<file path="src/rtl/mtt_pkg.sv">
package mtt_pkg;

    typedef enum logic [1:0] {
        LVL_NONE = 2'd0,
        LVL_WARM = 2'd1,
        LVL_HOT  = 2'd2,
        LVL_CRIT = 2'd3
    } trip_lvl_e;

    // register addresses
    localparam int ADR_WARM = 0;
    localparam int ADR_HOT  = 1;
    localparam int ADR_CRIT = 2;
    localparam int ADR_AMT  = 3;
    localparam int ADR_CTRL = 4;

    // reset values
    localparam int RST_WARM_THR = 85;
    localparam int RST_HOT_THR  = 95;
    localparam int RST_CRIT_THR = 105;
    localparam int RST_WARM_AMT = 4;
    localparam int RST_HOT_AMT  = 8;
    localparam int RST_RD_WGT   = 1;
    localparam int RST_WR_WGT   = 2;

    // control field positions
    localparam int CTRL_SRC_BIT = 0;
    localparam int CTRL_RW_LSB  = 4;

endpackage

</file>
<file path="src/rtl/mtt_regs.sv">
module mtt_regs
    import mtt_pkg::*;
#(
    parameter int TEMP_W = 8,
    parameter int AMT_W  = 4,
    parameter int WGT_W  = 4,
    parameter int ADDR_W = 4,
    parameter int DATA_W = 16
) (
    input  logic              clk,
    input  logic              rst_n,
    input  logic              wr_en,
    input  logic [ADDR_W-1:0] addr,
    input  logic [DATA_W-1:0] wdata,
    output logic [TEMP_W-1:0] warm_thr,
    output logic [TEMP_W-1:0] warm_hyst,
    output logic [TEMP_W-1:0] hot_thr,
    output logic [TEMP_W-1:0] hot_hyst,
    output logic [TEMP_W-1:0] crit_thr,
    output logic [AMT_W-1:0]  warm_amt,
    output logic [AMT_W-1:0]  hot_amt,
    output logic              src_est,
    output logic [WGT_W-1:0]  rd_wgt,
    output logic [WGT_W-1:0]  wr_wgt
);
    localparam int WW_LSB = CTRL_RW_LSB + WGT_W;

    typedef struct packed {
        logic [TEMP_W-1:0] warm_thr;
        logic [TEMP_W-1:0] warm_hyst;
        logic [TEMP_W-1:0] hot_thr;
        logic [TEMP_W-1:0] hot_hyst;
        logic [TEMP_W-1:0] crit_thr;
        logic [AMT_W-1:0]  warm_amt;
        logic [AMT_W-1:0]  hot_amt;
        logic              src_est;
        logic [WGT_W-1:0]  rd_wgt;
        logic [WGT_W-1:0]  wr_wgt;
    } regs_t;

    regs_t r_d, r_q;

    always_comb begin
        r_d = r_q;
        if (wr_en) begin
            if (addr == ADDR_W'(ADR_WARM)) begin
                r_d.warm_thr  = wdata[TEMP_W-1:0];
                r_d.warm_hyst = wdata[2*TEMP_W-1:TEMP_W];
            end else if (addr == ADDR_W'(ADR_HOT)) begin
                r_d.hot_thr  = wdata[TEMP_W-1:0];
                r_d.hot_hyst = wdata[2*TEMP_W-1:TEMP_W];
            end else if (addr == ADDR_W'(ADR_CRIT)) begin
                r_d.crit_thr = wdata[TEMP_W-1:0];
            end else if (addr == ADDR_W'(ADR_AMT)) begin
                r_d.warm_amt = wdata[AMT_W-1:0];
                r_d.hot_amt  = wdata[2*AMT_W-1:AMT_W];
            end else if (addr == ADDR_W'(ADR_CTRL)) begin
                r_d.src_est = wdata[CTRL_SRC_BIT];
                r_d.rd_wgt  = wdata[CTRL_RW_LSB +: WGT_W];
                r_d.wr_wgt  = wdata[WW_LSB +: WGT_W];
            end
        end
    end

    always_ff @(posedge clk) begin
        if (!rst_n) begin
            r_q.warm_thr  <= TEMP_W'(RST_WARM_THR);
            r_q.warm_hyst <= '0;
            r_q.hot_thr   <= TEMP_W'(RST_HOT_THR);
            r_q.hot_hyst  <= '0;
            r_q.crit_thr  <= TEMP_W'(RST_CRIT_THR);
            r_q.warm_amt  <= AMT_W'(RST_WARM_AMT);
            r_q.hot_amt   <= AMT_W'(RST_HOT_AMT);
            r_q.src_est   <= 1'b0;
            r_q.rd_wgt    <= WGT_W'(RST_RD_WGT);
            r_q.wr_wgt    <= WGT_W'(RST_WR_WGT);
        end else begin
            r_q <= r_d;
        end
    end

    assign warm_thr  = r_q.warm_thr;
    assign warm_hyst = r_q.warm_hyst;
    assign hot_thr   = r_q.hot_thr;
    assign hot_hyst  = r_q.hot_hyst;
    assign crit_thr  = r_q.crit_thr;
    assign warm_amt  = r_q.warm_amt;
    assign hot_amt   = r_q.hot_amt;
    assign src_est   = r_q.src_est;
    assign rd_wgt    = r_q.rd_wgt;
    assign wr_wgt    = r_q.wr_wgt;

endmodule

</file>
<file path="src/rtl/mtt_estimator.sv">
module mtt_estimator #(
    parameter int TEMP_W       = 8,
    parameter int WGT_W        = 4,
    parameter int DECAY_PERIOD = 16,
    parameter int DECAY_AMT    = 4
) (
    input  logic              clk,
    input  logic              rst_n,
    input  logic              rd_cmd,
    input  logic              wr_cmd,
    input  logic [WGT_W-1:0]  rd_wgt,
    input  logic [WGT_W-1:0]  wr_wgt,
    output logic [TEMP_W-1:0] est
);
    localparam int CNT_W = (DECAY_PERIOD > 1) ? $clog2(DECAY_PERIOD) : 1;
    localparam int SUM_W = TEMP_W + 2;
    localparam logic [SUM_W-1:0] SUM_MAX = {2'b00, {TEMP_W{1'b1}}};
    localparam logic [SUM_W-1:0] DEC     = SUM_W'(DECAY_AMT);
    localparam logic [CNT_W-1:0] CNT_TOP = CNT_W'(DECAY_PERIOD - 1);

    typedef struct packed {
        logic [TEMP_W-1:0] acc;
        logic [CNT_W-1:0]  cnt;
    } est_t;

    est_t e_d, e_q;
    logic [SUM_W-1:0] grow, sat, shrunk;
    logic             tick;

    always_comb begin
        e_d  = e_q;
        tick = (e_q.cnt == CNT_TOP);
        grow = {2'b00, e_q.acc}
             + (rd_cmd ? SUM_W'(rd_wgt) : '0)
             + (wr_cmd ? SUM_W'(wr_wgt) : '0);
        sat    = (grow > SUM_MAX) ? SUM_MAX : grow;
        shrunk = (sat > DEC) ? (sat - DEC) : '0;
        e_d.acc = tick ? shrunk[TEMP_W-1:0] : sat[TEMP_W-1:0];
        e_d.cnt = tick ? '0 : e_q.cnt + 1'b1;
    end

    always_ff @(posedge clk) begin
        if (!rst_n) begin
            e_q <= '0;
        end else begin
            e_q <= e_d;
        end
    end

    assign est = e_q.acc;

endmodule

</file>
<file path="src/rtl/mtt_trip_eval.sv">
module mtt_trip_eval
    import mtt_pkg::*;
#(
    parameter int TEMP_W = 8,
    parameter int AMT_W  = 4
) (
    input  logic              clk,
    input  logic              rst_n,
    input  logic [TEMP_W-1:0] temp,
    input  logic [TEMP_W-1:0] warm_thr,
    input  logic [TEMP_W-1:0] warm_hyst,
    input  logic [TEMP_W-1:0] hot_thr,
    input  logic [TEMP_W-1:0] hot_hyst,
    input  logic [TEMP_W-1:0] crit_thr,
    input  logic [AMT_W-1:0]  warm_amt,
    input  logic [AMT_W-1:0]  hot_amt,
    output trip_lvl_e         level,
    output logic [AMT_W-1:0]  amt,
    output logic              shutdown
);
    localparam int NLVL = 2; // index 0 warm, 1 hot

    typedef struct packed {
        trip_lvl_e level;
        logic      shut;
    } trip_t;

    trip_t t_d, t_q;

    logic [NLVL-1:0][TEMP_W-1:0] thr_a, hyst_a, exit_a;
    logic [NLVL-1:0]             enter_ok, stay_ok;

    assign thr_a[0]  = warm_thr;
    assign thr_a[1]  = hot_thr;
    assign hyst_a[0] = warm_hyst;
    assign hyst_a[1] = hot_hyst;

    for (genvar g = 0; g < NLVL; g++) begin : g_band
        assign exit_a[g]   = (hyst_a[g] > thr_a[g]) ? '0 : (thr_a[g] - hyst_a[g]);
        assign enter_ok[g] = (temp >= thr_a[g]);
        assign stay_ok[g]  = (temp >= exit_a[g]);
    end

    always_comb begin
        t_d = t_q;
        if (t_q.shut || (temp >= crit_thr)) begin
            t_d.shut  = 1'b1;
            t_d.level = LVL_CRIT;
        end else if (enter_ok[1] || ((t_q.level == LVL_HOT) && stay_ok[1])) begin
            t_d.level = LVL_HOT;
        end else if (enter_ok[0] ||
                     (((t_q.level == LVL_HOT) || (t_q.level == LVL_WARM)) && stay_ok[0])) begin
            t_d.level = LVL_WARM;
        end else begin
            t_d.level = LVL_NONE;
        end
    end

    always_ff @(posedge clk) begin
        if (!rst_n) begin
            t_q.level <= LVL_NONE;
            t_q.shut  <= 1'b0;
        end else begin
            t_q <= t_d;
        end
    end

    always_comb begin
        unique case (t_q.level)
            LVL_WARM: amt = warm_amt;
            LVL_HOT:  amt = hot_amt;
            LVL_CRIT: amt = '1;
            default:  amt = '0;
        endcase
    end

    assign level    = t_q.level;
    assign shutdown = t_q.shut;

endmodule

</file>
<file path="src/rtl/mem_trip_throttle.sv">
module mem_trip_throttle
    import mtt_pkg::*;
#(
    parameter int TEMP_W       = 8,
    parameter int AMT_W        = 4,
    parameter int WGT_W        = 4,
    parameter int ADDR_W       = 4,
    parameter int DATA_W       = 16,
    parameter int DECAY_PERIOD = 16,
    parameter int DECAY_AMT    = 4
) (
    input  logic              clk,
    input  logic              rst_n,
    input  logic              reg_wr_en,
    input  logic [ADDR_W-1:0] reg_addr,
    input  logic [DATA_W-1:0] reg_wdata,
    input  logic [TEMP_W-1:0] temp_ext,
    input  logic              rd_cmd,
    input  logic              wr_cmd,
    output logic [TEMP_W-1:0] temp_used,
    output logic [1:0]        throttle_level,
    output logic [AMT_W-1:0]  throttle_amt,
    output logic              shutdown_req
);
    logic [TEMP_W-1:0] warm_thr, warm_hyst, hot_thr, hot_hyst, crit_thr;
    logic [AMT_W-1:0]  warm_amt, hot_amt;
    logic              src_est;
    logic [WGT_W-1:0]  rd_wgt, wr_wgt;
    logic [TEMP_W-1:0] est_temp;
    trip_lvl_e         lvl;

    mtt_regs #(
        .TEMP_W(TEMP_W), .AMT_W(AMT_W), .WGT_W(WGT_W),
        .ADDR_W(ADDR_W), .DATA_W(DATA_W)
    ) u_regs (
        .clk(clk), .rst_n(rst_n), .wr_en(reg_wr_en), .addr(reg_addr), .wdata(reg_wdata),
        .warm_thr(warm_thr), .warm_hyst(warm_hyst), .hot_thr(hot_thr), .hot_hyst(hot_hyst),
        .crit_thr(crit_thr), .warm_amt(warm_amt), .hot_amt(hot_amt), .src_est(src_est),
        .rd_wgt(rd_wgt), .wr_wgt(wr_wgt)
    );

    mtt_estimator #(
        .TEMP_W(TEMP_W), .WGT_W(WGT_W),
        .DECAY_PERIOD(DECAY_PERIOD), .DECAY_AMT(DECAY_AMT)
    ) u_est (
        .clk(clk), .rst_n(rst_n), .rd_cmd(rd_cmd), .wr_cmd(wr_cmd),
        .rd_wgt(rd_wgt), .wr_wgt(wr_wgt), .est(est_temp)
    );

    assign temp_used = src_est ? est_temp : temp_ext;

    mtt_trip_eval #(
        .TEMP_W(TEMP_W), .AMT_W(AMT_W)
    ) u_trip (
        .clk(clk), .rst_n(rst_n), .temp(temp_used),
        .warm_thr(warm_thr), .warm_hyst(warm_hyst), .hot_thr(hot_thr), .hot_hyst(hot_hyst),
        .crit_thr(crit_thr), .warm_amt(warm_amt), .hot_amt(hot_amt),
        .level(lvl), .amt(throttle_amt), .shutdown(shutdown_req)
    );

    assign throttle_level = lvl;

endmodule

</file>
<file path="config.mk">
export PLATFORM = sky130hd
export DESIGN_NAME = mem_trip_throttle
export DESIGN_NICKNAME = d
export VERILOG_FILES = /design/src/rtl/mtt_pkg.sv /design/src/rtl/mtt_regs.sv /design/src/rtl/mtt_estimator.sv /design/src/rtl/mtt_trip_eval.sv /design/src/rtl/mem_trip_throttle.sv
export SDC_FILE = /design/constraint.sdc
export NUM_CORES = 1
export LEC_CHECK = 0
export ABC_AREA = 1
export BUFFER_PORTS_ARGS = -buffer_cell sky130_fd_sc_hd__clkbuf_2
export CAP_MARGIN = 20
export CORE_ASPECT_RATIO = 1.75
export CORE_UTILIZATION = 45
export CTS_BUF_LIST = sky130_fd_sc_hd__clkbuf_4
export DETAILED_ROUTE_END_ITERATION = 16
export HOLD_SLACK_MARGIN = 0.1
export MAX_ROUTING_LAYER = met4
export SLEW_MARGIN = 20
export SYNTH_ARGS = -nofsm -noshare
export SYNTH_HDL_FRONTEND = slang
export SYNTH_SLANG_ARGS = --single-unit
</file>
<file path="constraint.sdc">
create_clock -name clk -period 3.45 [get_ports clk]
set_clock_uncertainty 0.05 [all_clocks]
set_input_delay 0.1725 -clock clk [delete_from_list [all_inputs] [get_ports clk]]
set_output_delay 0.1725 -clock clk [all_outputs]
set_load 0.01 [all_outputs]
</file>
### Word level (Yosys, flattened, before mapping)

Index checks and enable logic that the tools add are counted.

* add/sub/neg operators: 6
* order comparisons: 9
* eq/ne operators: 8
* mux-type cells: 12
* bitwise gates (word level): 5
* reduce and logical (&&, ||, !) cells: 13

Operators by type and width (count)
* greater-or-equal comparator 8 bit: 5
* 2-to-1 mux 8 bit: 5
* greater-than comparator 8 bit: 2
* subtractor 8 bit: 2
* case mux 4 bit (3 select lines): 1
* adder 10 bit: 1
* adder 8 x 10 -> 10 bit: 1
* greater-than comparator 10 x 3 -> 1 bit, second input constant: 1
* greater-than comparator 10 x 8 -> 1 bit, second input constant: 1
* 2-to-1 mux 10 bit: 1
* == test 4 x 2 -> 1 bit, second input constant: 2
* 2-to-1 mux 4 bit: 2
* subtractor 8 x 3 -> 8 bit, second input constant: 1
* AND reduction 6 bit: 1
* NOT 1 bit: 5
* AND reduction 5 bit: 1
* adder 4 x 1 -> 4 bit, second input constant: 1
* == test 2 bit, second input constant: 2
* == test 4 x 1 -> 1 bit, second input constant: 1
* == test 4 x 3 -> 1 bit, second input constant: 1
* == test 4 bit, second input constant: 1
* logical NOT 4 bit: 1
* logical OR 1 bit: 4
* 2-to-1 mux 2 bit: 2
* 7 further kinds: 8

* register bits: 72
* input bits: 33
* output and inout bits: 15
* word-level logic and storage cells: 67

### Depth between registers and ports, before layout

Gate-level depths: netlist of the first run.

* word-level depth: 8
* mapped depth: 20
* gate-level depth less buffers: 20

### By module

Synthesis of the first run repeated with hierarchy kept, for this count alone.

* cell total of the unflattened synthesis: 891
* area total of the unflattened synthesis: 5894.4 sq um

Modules (own cells, without submodules)
* mtt_regs: times used 1, cells an instance 371, area each 2551.2 sq um, seq. area each 1141.1 sq um
* mtt_trip_eval: times used 1, cells an instance 326, area each 2054.5 sq um, seq. area each 60.1 sq um
* mtt_estimator: times used 1, cells an instance 168, area each 1183.6 sq um, seq. area each 240.2 sq um
* mem_trip_throttle: times used 1, cells an instance 26, area each 105.1 sq um, seq. area each 0.0 sq um

### Worst setup path after synthesis of the first run

Ideal clock, no wire load.

* kind: reg2reg
* start point: reg, netlist name u_regs.wr_wgt[1]
* end point: reg u_est.e_q, in the netlist u_est.est[4]
* data arrival time: 2.455 ns
* slack: 0.836 ns
* stages on the path, launching flop included: 15
* buffers on the path: 0
* period minus slack after synthesis: 2.614 ns
* cells stage by stage: dfxtp_1 -> nand2_1 -> inv_1 -> fa_1 -> ha_1 -> fa_1 -> xor2_1 -> nor2_1 -> ha_1 -> inv_1 -> nor2_1 -> xnor2_1 -> nor2_1 -> nand2_1 -> inv_1

* word-level cells in the longest chain between the ends: 7

RTL lines
* 2-to-1 mux 4 bit (*): line mtt_estimator.sv:35 `+ (wr_cmd ? SUM_W'(wr_wgt) : '0);`
* adder 10 bit (*): line mtt_estimator.sv:35
* greater-than comparator 10 x 8 -> 1 bit: line mtt_estimator.sv:36 `sat = (grow > SUM_MAX) ? SUM_MAX : grow;`
* 2-to-1 mux 10 bit (*): line mtt_estimator.sv:36
* subtractor 8 x 3 -> 8 bit or greater-than comparator 10 x 3 -> 1 bit (tied branches): line mtt_estimator.sv:37 `shrunk = (sat > DEC) ? (sat - DEC) : '0;`
* 2-to-1 mux 8 bit: line mtt_estimator.sv:37
* 2-to-1 mux 8 bit (*): line mtt_estimator.sv:38 `e_d.acc = tick ? shrunk[TEMP_W-1:0] : sat[TEMP_W-1:0];`
* end signal, assigned: line mtt_estimator.sv:44 `e_q <= '0;`
* end signal, assigned: line mtt_estimator.sv:46 `e_q <= e_d;`
* end, declared: line mtt_estimator.sv:26 `est_t e_d, e_q;`

Every way passes the cells marked *; elsewhere a longest branch is shown, timed or not.
A chain may end at the register's enable or synchronous reset.

### Worst setup path in the final report of the first run

* start point: reg, netlist name u_regs.hot_thr[0]
* end point: reg, netlist name u_trip.level[0]

* word-level cells in the longest chain between the ends: 7

RTL lines
* subtractor 8 bit or greater-than comparator 8 bit (tied branches): line mtt_trip_eval.sv:39 `assign exit_a[g] = (hyst_a[g] > thr_a[g]) ? '0 : (thr_a[g] - hyst_a[g]);`
* 2-to-1 mux 8 bit: line mtt_trip_eval.sv:39
* greater-or-equal comparator 8 bit: line mtt_trip_eval.sv:41 `assign stay_ok[g] = (temp >= exit_a[g]);`
* logical AND 1 bit: line mtt_trip_eval.sv:49 `end else if (enter_ok[1] || ((t_q.level == LVL_HOT) && stay_ok[1])) begin`
* logical OR 1 bit (*): line mtt_trip_eval.sv:49
* 2-to-1 mux 2 bit (*): line mtt_trip_eval.sv:49
* 2-to-1 mux 2 bit (*): line mtt_trip_eval.sv:46 `if (t_q.shut || (temp >= crit_thr)) begin`

Marks and branches as above.

==> flow_summary_export.csv, run 1 <==
group,metric,value,unit
status,status,"complete, no violations",
sta,final-hold-violation-count,0,
synth,syn_nets,812,
detailed_routing,vias,4784,
worst_setup_path,startpoint_type,"register",
pwr,swShare,0.335,
grt,grt.overflow.total,0,
final_layout,multi_input_area,3070,µm²
synth,post_synth_inst_count,705,
pwr,power.sequential.fraction,0.456,
pwr,power_density,336,nW/µm²
detailed_routing,drc,0,
clock_network,cts_setup_buffers,0,
worst_setup_path,cp_data_required_time,3.80,ns
clock_network,numClockSinks,72,
sta,holdWs,0.141,ns
place,gp_congestion,0.860,
sta,worstMarginPinSlew,0.627,ns
clock_network,cts-buffers-inserted,9,
final_layout,drive_above_1_share,0.126,
grt,grt_antenna_before_repair,1,
synth,synth.top_cells.by_area,"dfxtp_1 29%, ha_1 17%, nand2_1 11%",
clock_network,cts_tree,"yes",
sta,totalNegativeSetupSlack,0,ns
sta,rsz0062_at_grt,"false",
worst_setup_path,critical_path.cell_chain,"inv_1 > ha_1 > inv_1 > fa_1 > nand3_1 > nand2_1 > nand4_1 > o211ai_1 > nand2_1 > ha_1 > a21oi_1 > o21a_1 > nand3_1 > a21oi_1 > nand3_1 > nand2_1",
synth,yosysUniqueCellTypes,35,
sta,min_period_over_period,0.860,
detailed_routing,wl,13500,µm
synth,most_area_hungry_cell_type_in_the_yosys_netlist,"dfxtp_1",
synth,yosysWarningCount,0,
grt,grt_start_max_net_pins,42,
pwr,power_switching,647,µW
die,die_y,142,µm
detailed_routing,vias_per_inst,5.23,
worst_setup_path,crit_fanout,8,
die,initial_util,0.468,
grt,grt_pass1_wl,21400,µm
die,fp.dieArea,11600,µm²
die,chipWidth,81.9,µm
pwr,intPower,1.28,mW
grt,grt_pass1_vias,4652,
pwr,irDropWorstVdd,0.000193,V
clock_network,ctsHtreeMaxLevel,3,
run,cap_viol_max_count,0,
worst_setup_path,setup.worst_path.end_class,"register",
clock_network,clock-root-buffer,"clkbuf_4",
worst_setup_path,worstPathBufferInverterCount,2,
pwr,total_leakage_power,2.93,nW
final_layout,seq_area,1440,µm²
detailed_routing,detail-route-antenna-nets,0,
worst_setup_path,critPathKind,"reg -> reg",
grt,groute.usage.overall,0.252,
detailed_routing,first_pass_iters,4,
clock_network,cts.reportedPaths.clkPinSlew,0.12,ns
synth,ys_ff_latch,72,
die,placeableCoreArea,10800,µm²
worst_setup_path,arrival,3.31,ns
sta,maximum_achievable_frequency,337,MHz
final_layout,area_delta_synth_final,14.2,%
clock_network,ctsLongestPathBuffers,2,
detailed_routing,drt-wirelength-per-cell,14.7,µm
final_layout,fillerInstances,1123,
final_layout,layout.nets,885,
detailed_routing,first_iter_violations,199,
place,dp_hpwl,10700,µm
sta,report.final.setup_viol,0,
worst_setup_path,critPathTopFamily,"compound AO/OA/AOI/OAI gates",
sta,timing.slew.headroom,0.580,
pwr,clockPowerShare,0.282,
worst_hold_path,hold_class,"in -> reg",
sta,final_period_minus_worst_setup_slack,2.97,ns
place,port_buffers,47,
worst_setup_path,crit_path_top_delay_cell,"fa_1",
synth,post_synth.cell_area_avg,7.14,µm²
die,boundaryPins,48,
die,rows,50,
clock_network,worstSkewPairLatency,0.44,ns
worst_setup_path,maximum_single_stage_delay_on_the_critical_path,0.40,ns
synth,synthDominantCellAreaShare,0.286,
pwr,comb_power_share,0.261,
sta,total_count_of_max_transition_violations_in_the_final_report,0,
synth,synth_sequential_area_ratio,0.286,
synth,mappedNetlistArea,5030,µm²
worst register-to-register path, stage by stage (launching register included):
cell,delay [ns]
dfxtp_1,0.33
inv_1,0.08
ha_1,0.15
inv_1,0.06
fa_1,0.40
nand3_1,0.11
nand2_1,0.09
nand4_1,0.09
o211ai_1,0.27
nand2_1,0.16
ha_1,0.25
a21oi_1,0.18
o21a_1,0.14
nand3_1,0.11
a21oi_1,0.28
nand3_1,0.11
nand2_1,0.07
power by group through the flow:
stage / sequential [mW] / combinational, mW / clock [mW]
finish: 0.881 / 0.504 / 0.545
global route: 0.886 / 0.577 / 0.588
CTS: 0.881 / 0.509 / 0.559
detailed placement: 0.899 / 0.488 / 0
global placement: 0.899 / 0.475 / 0
floorplan: 0.896 / 0.329 / 0
cells in the final DEF, fill, tap and decap left out, drive strengths merged:
cell and instances:
nor2 61, o21a 3, nor2b 2, a211oi 1, nand4 12, xnor2 1
fa 7, clkinvlp 1, nor3 7, a21o 1, dfxtp 72, o31ai 1
diode 1, a22o 4, o21ai 61, xor2 6, o211ai 10, nand3 36
ha 67, clkinv 4, buf 5, nand3b 2, inv 120, or2 6
bufinv 1, a21oi 66, clkbuf 57, nand2 148, dlygate4sd3 21
cells by family after synthesis:
logic type,Yosys count,share of synthesized area
XOR/XNOR,7,0.0122
AO/OA/AOI/OAI,147,0.157
flip-flops,72,0.286
adder cells (fa/ha/maj),74,0.194
AND/OR/NAND/NOR,274,0.246
buffers and inverters,131,0.103
registers in the layout, indices dropped and copies added (netlist names):
| name | cells |
|---|---|
| u_regs.wr_wgt | 4 |
| u_est.e_q | 4 |
| u_regs.warm_amt | 4 |
| u_regs.src_est | 1 |
| u_trip.shutdown | 1 |
| u_regs.hot_hyst | 8 |
| u_regs.hot_thr | 8 |
| u_regs.warm_hyst | 8 |
| u_regs.crit_thr | 8 |
| u_regs.hot_amt | 4 |
| u_est.est | 8 |
| u_trip.level | 2 |
| u_regs.rd_wgt | 4 |
| u_regs.warm_thr | 8 |
cell type report:
cell class | instances | share of cell area
Sequential cell | 72 | 0.251
Antenna cell | 1 | 0.000436
Tap cell | 130 | 0.0283
Clock buffer | 10 | 0.0131
Timing Repair Buffer | 73 | 0.0841
Clock inverter | 6 | 0.0105
Multi-Input combinational cell | 502 | 0.534
Inverter | 120 | 0.0784
cell usage after synthesis, drive strengths merged:
master    n
a21oi    66
xor2      6
nand4    12
nor2b     2
fa        7
nand3b    2
dfxtp    72
nand2   148
nor2     61
clkbuf    5
o21a      3
a211oi    1
ha       67
o31ai     1
nand3    36
o211ai   10
xnor2     1
nor3      7
inv     120
o21ai    61
buf       6
a22o      4
a21o      1
or2       6
metal layers:
layer / global-route usage / vias to the layer above / wire length (µm)
met5: - / - / 0
met4: 0.125 / 0 / 478
met3: 0.0405 / 27 / 395
met2: 0.445 / 86 / 7200
met1: 0.261 / 2217 / 5400
li1: - / 2454 / -
repair_timing:
item                                   in CTS  in global routing
endpoints found under the hold margin      56                  0
hold buffers                               21                  0
gates resized for setup                     0                  0
setup endpoints to repair                   0                  0
stage by stage:
| step | power, mW | worst slack (ns) | util | std cells | cell area (µm²) |
|---|---|---|---|---|---|
| after floorplan | 1.22 | 0.836 | - | 705 | 5030 |
| after global routing | 2.05 | 0.273 | 0.534 | 914 | 5750 |
| after detailed placement | 1.39 | 0.470 | 0.502 | 876 | 5400 |
| after global placement | 1.37 | 0.501 | 0.502 | 876 | 5400 |
| final | 1.93 | 0.483 | 0.534 | 914 | 5750 |
| after CTS | 1.95 | 0.424 | 0.534 | 913 | 5740 |
worst paths after layout:
path | from | end | slack [ns] | cells after the start
max | u_regs.hot_thr[0]$_SDFFE_PN1P_ | u_trip.level[0]$_SDFF_PN0_ | 0.48 | 16
min reg2reg | u_est.e_q[0]$_SDFF_PP0_ | u_est.e_q[0]$_SDFF_PP0_ | 0.41 | 1
min | reg_addr[2] | u_regs.rd_wgt[0]$_SDFFE_PN1P_ | 0.14 | 5
max reg2reg | u_regs.hot_thr[0]$_SDFFE_PN1P_ | u_trip.level[0]$_SDFF_PN0_ | 0.48 | 16
Power figures use the tool's default switching activity.
==> run 2: changes to the inputs <==
--- a/config.mk
+++ b/config.mk
@@ -5,15 +5,15 @@
 export SDC_FILE = /design/constraint.sdc
 export NUM_CORES = 1
 export LEC_CHECK = 0
-export ABC_AREA = 1
 export BUFFER_PORTS_ARGS = -buffer_cell sky130_fd_sc_hd__clkbuf_2
 export CAP_MARGIN = 20
 export CORE_ASPECT_RATIO = 1.75
-export CORE_UTILIZATION = 45
+export CORE_UTILIZATION = 62
 export CTS_BUF_LIST = sky130_fd_sc_hd__clkbuf_4
 export DETAILED_ROUTE_END_ITERATION = 16
 export HOLD_SLACK_MARGIN = 0.1
 export MAX_ROUTING_LAYER = met4
+export PLACE_DENSITY = 0.83
 export SLEW_MARGIN = 20
 export SYNTH_ARGS = -nofsm -noshare
 export SYNTH_HDL_FRONTEND = slang
==> run 2 against run 1 <==
Net effect: count of clock-buffer cells in the layout unchanged; clock power down 2%; design area down 0.87%; first-iteration DRC count down 2.0%; register-to-register slack worse by 0.42 ns; utilization up 21 points; die area down 29%; critical endpoint is now u_est.est[7]$_SDFF_PN0_; largest cell class unchanged.
==> flow_summary_export.csv, run 2 <==
group,metric,value,unit
final_layout,multi_input_area,3310,µm²
die,initial_util,0.643,
place,gp_congestion,0.891,
detailed_routing,drc,0,
worst_setup_path,critical_path.cell_chain,"nand2_1 > fa_1 > inv_1 > ha_1 > and3_4 > o21a_4 > o21ba_4 > nor2_4 > ha_4 > nand2_2 > nor4_4 > o31ai_4 > o41ai_4 > a21oi_1",
synth,yosys.cell_count.top_type,"nand2_1",
detailed_routing,vias,4485,
final_layout,final_cell_mix,"96 x nand2_1, 68 x dfxtp_1, 65 x ha_1",
synth,mappedNetlistArea,4900,µm²
grt,grt_antenna_before_repair,1,
synth,synth_simple_gate_area_frac,0.188,
final_layout,area_delta_synth_final,16.3,%
sta,postLayoutSetupSlackWorst,0.0675,ns
grt,grt_use_met1,0.326,
sta,total_count_of_max_transition_violations_in_the_final_report,0,
final_layout,final_util,0.747,
final_layout,commonest_non_fill_non_tap_cell_in_the_layout,"nand2_1",
grt,grt_pass1_vias,4430,
sta,final_period_minus_worst_setup_slack,3.38,ns
sta,final-hold-violation-count,0,
die,placeableCoreArea,7620,µm²
synth,yosysWarningCount,0,
synth,synth_compound_gate_area_share,0.158,
clock_network,worstSkewPairLatency,0.44,ns
detailed_routing,first_pass_iters,6,
grt,grt_most_used_layer,"met2",
detailed_routing,drt-wirelength-per-cell,17.2,µm
synth,top_reg_cell_synth,"dfxtp_1",
clock_network,clock-root-buffer,"clkbuf_4",
sta,totalNegativeSetupSlack,0,ns
synth,post_synth_inst_count,589,
sta,timing.slew.headroom,0.502,
detailed_routing,vias_per_inst,5.97,
worst_setup_path,crit_fanout,6,
grt,groute.usage.overall,0.332,
clock_network,cts.reportedPaths.clkPinSlew,0.12,ns
die,rows,42,
pwr,irDropWorstVdd,0.000322,V
grt,grt.overflow.total,0,
run,cap_viol_max_count,0,
die,fp.dieArea,8270,µm²
synth,yosysUniqueCellTypes,54,
final_layout,fillerInstances,560,
synth,synth_sequential_area_ratio,0.294,
worst_setup_path,crit_path_top_delay_cell,"o41ai_4",
worst_setup_path,maximum_single_stage_delay_on_the_critical_path,0.51,ns
clock_network,ctsHtreeMaxLevel,3,
synth,most_area_hungry_cell_type_in_the_yosys_netlist,"dfxtp_1",
synth,synth_edf_count,0,
die,die_y,120,µm
grt,grt_start_max_net_pins,43,
die,chipWidth,69.2,µm
sta,report.final.setup_viol,0,
detailed_routing,wl,12900,µm
detailed_routing,first_iter_violations,195,
final_layout,drive_above_1_share,0.168,
worst_setup_path,critPathKind,"reg -> reg",
pwr,total_leakage_power,2.66,nW
clock_network,cts-buffers-inserted,9,
place,place_ws,-0.0132,ns
clock_network,ctsLongestPathBuffers,2,
worst_setup_path,cp_data_required_time,3.73,ns
worst_setup_path,setup.worst_path.end_class,"register",
die,boundaryPins,48,
pwr,power,1.87,mW
clock_network,cts_tree,"yes",
synth,async_set_or_reset_flop_fraction_in_the_synthesized_netlist,0,
sta,maximum_achievable_frequency,296,MHz
worst_setup_path,arrival,3.66,ns
detailed_routing,detail-route-antenna-nets,0,
synth,synth_top_family_by_area,"adder cells",
synth,syn_nets,696,
final_layout,seq_area,1450,µm²
final_layout,layout.nets,764,
synth,post_synth_xor_area_fraction,0.0268,
synth,synthDominantCellAreaShare,0.294,
sta,min_period_over_period,0.980,
place,dp_hpwl,9730,µm
synth,post_synth.cell_area_avg,8.31,µm²
synth,synth.top_cells.by_area,"dfxtp_1 29%, ha_1 17%, nand2_1 7.4%",
worst_setup_path,startpoint_type,"register",
worst_hold_path,hold_class,"in -> reg",
synth,synthAdderAreaFrac,0.200,
sta,worstMarginPinSlew,0.747,ns
status,status,"complete, no violations",
synth,leading_post_synthesis_cells_by_instance_count,"97 x nand2_1, 72 x dfxtp_1, 67 x ha_1",
grt,met2_usage_in_global_routing,0.600,
synth,yosys-mux-area-fraction,0.0754,
grt,grt_pass1_wl,20500,µm
pwr,power_density,328,nW/µm²
grt,gr-usage-met3,0.0554,
synth,ys_ff_latch,72,
clock_network,numClockSinks,72,
place,port_buffers,47,
## run 2: power by group
| group | internal [mW] | switching [mW] |
|---|---|---|
| clock | 0.225 | 0.308 |
| combinational | 0.204 | 0.256 |
| sequential | 0.855 | 0.0182 |
## run 2: final cells by class
cell class | count | area share
Antenna cell | 1 | 0.000439
Clock buffer | 10 | 0.0132
Clock inverter | 6 | 0.0105
Inverter | 58 | 0.0382
Multi-Input combinational cell | 442 | 0.580
Sequential cell | 72 | 0.254
Tap cell | 88 | 0.0193
Timing Repair Buffer | 74 | 0.0839
## run 2: through the flow
step / area (µm²) / instances / hold WS [ns]
finish: 5700 / 751 / 0.222
global route: 5700 / 751 / 0.225
CTS: 5550 / 748 / 0.181
detailed placement: 5240 / 716 / 0.397
global placement: 5240 / 716 / 0.392
floorplan: 4900 / 589 / 0.248
## run 2: layer usage
layer | routed length (µm) | vias up
li1 | - | 2169
met4 | 684 | 0
met2 | 6860 | 151
met5 | 0 | -
met3 | 603 | 52
met1 | 4790 | 2113
## run 2: timing repair
item | 4_1_cts | 5_1_grt
cloned | 0 | 0
resized for setup | 2 | 32
hold buffers | 16 | 0
hold endpoints to repair | 57 | 0
endpoints found under the setup margin | 2 | 10
pin swaps | 1 | 11
buffers inserted | 0 | 2
## run 2: kinds of logic after synthesis
logic type | Yosys count
AND/OR/NAND/NOR | 202
AO/OA/AOI/OAI | 115
buffers and inverters | 75
adder cells (fa/ha/maj) | 74
flip-flops | 72
multiplexers | 36
XOR/XNOR | 15
## run 2: worst max-delay path: cells and delay by family, from the launching register on
kind | cells | cell delay, ns
buf+inv | 1 | 0.07
fa+ha+maj | 3 | 0.92
flops | 1 | 0.35
simple gates | 5 | 0.74
compound gates | 5 | 1.11
## run 2: final timing paths
kind                                    start                               end  slack, ns  cells after the start
min reg2reg  u_regs.warm_hyst[3]$_SDFFE_PN0P_  u_regs.warm_hyst[3]$_SDFFE_PN0P_       0.42                      2
max reg2reg     u_regs.rd_wgt[2]$_SDFFE_PN0P_           u_est.est[7]$_SDFF_PN0_       0.07                     14
max             u_regs.rd_wgt[2]$_SDFFE_PN0P_           u_est.est[7]$_SDFF_PN0_       0.07                     14
min                                     rst_n     u_regs.wr_wgt[1]$_SDFFE_PN1P_       0.22                      2
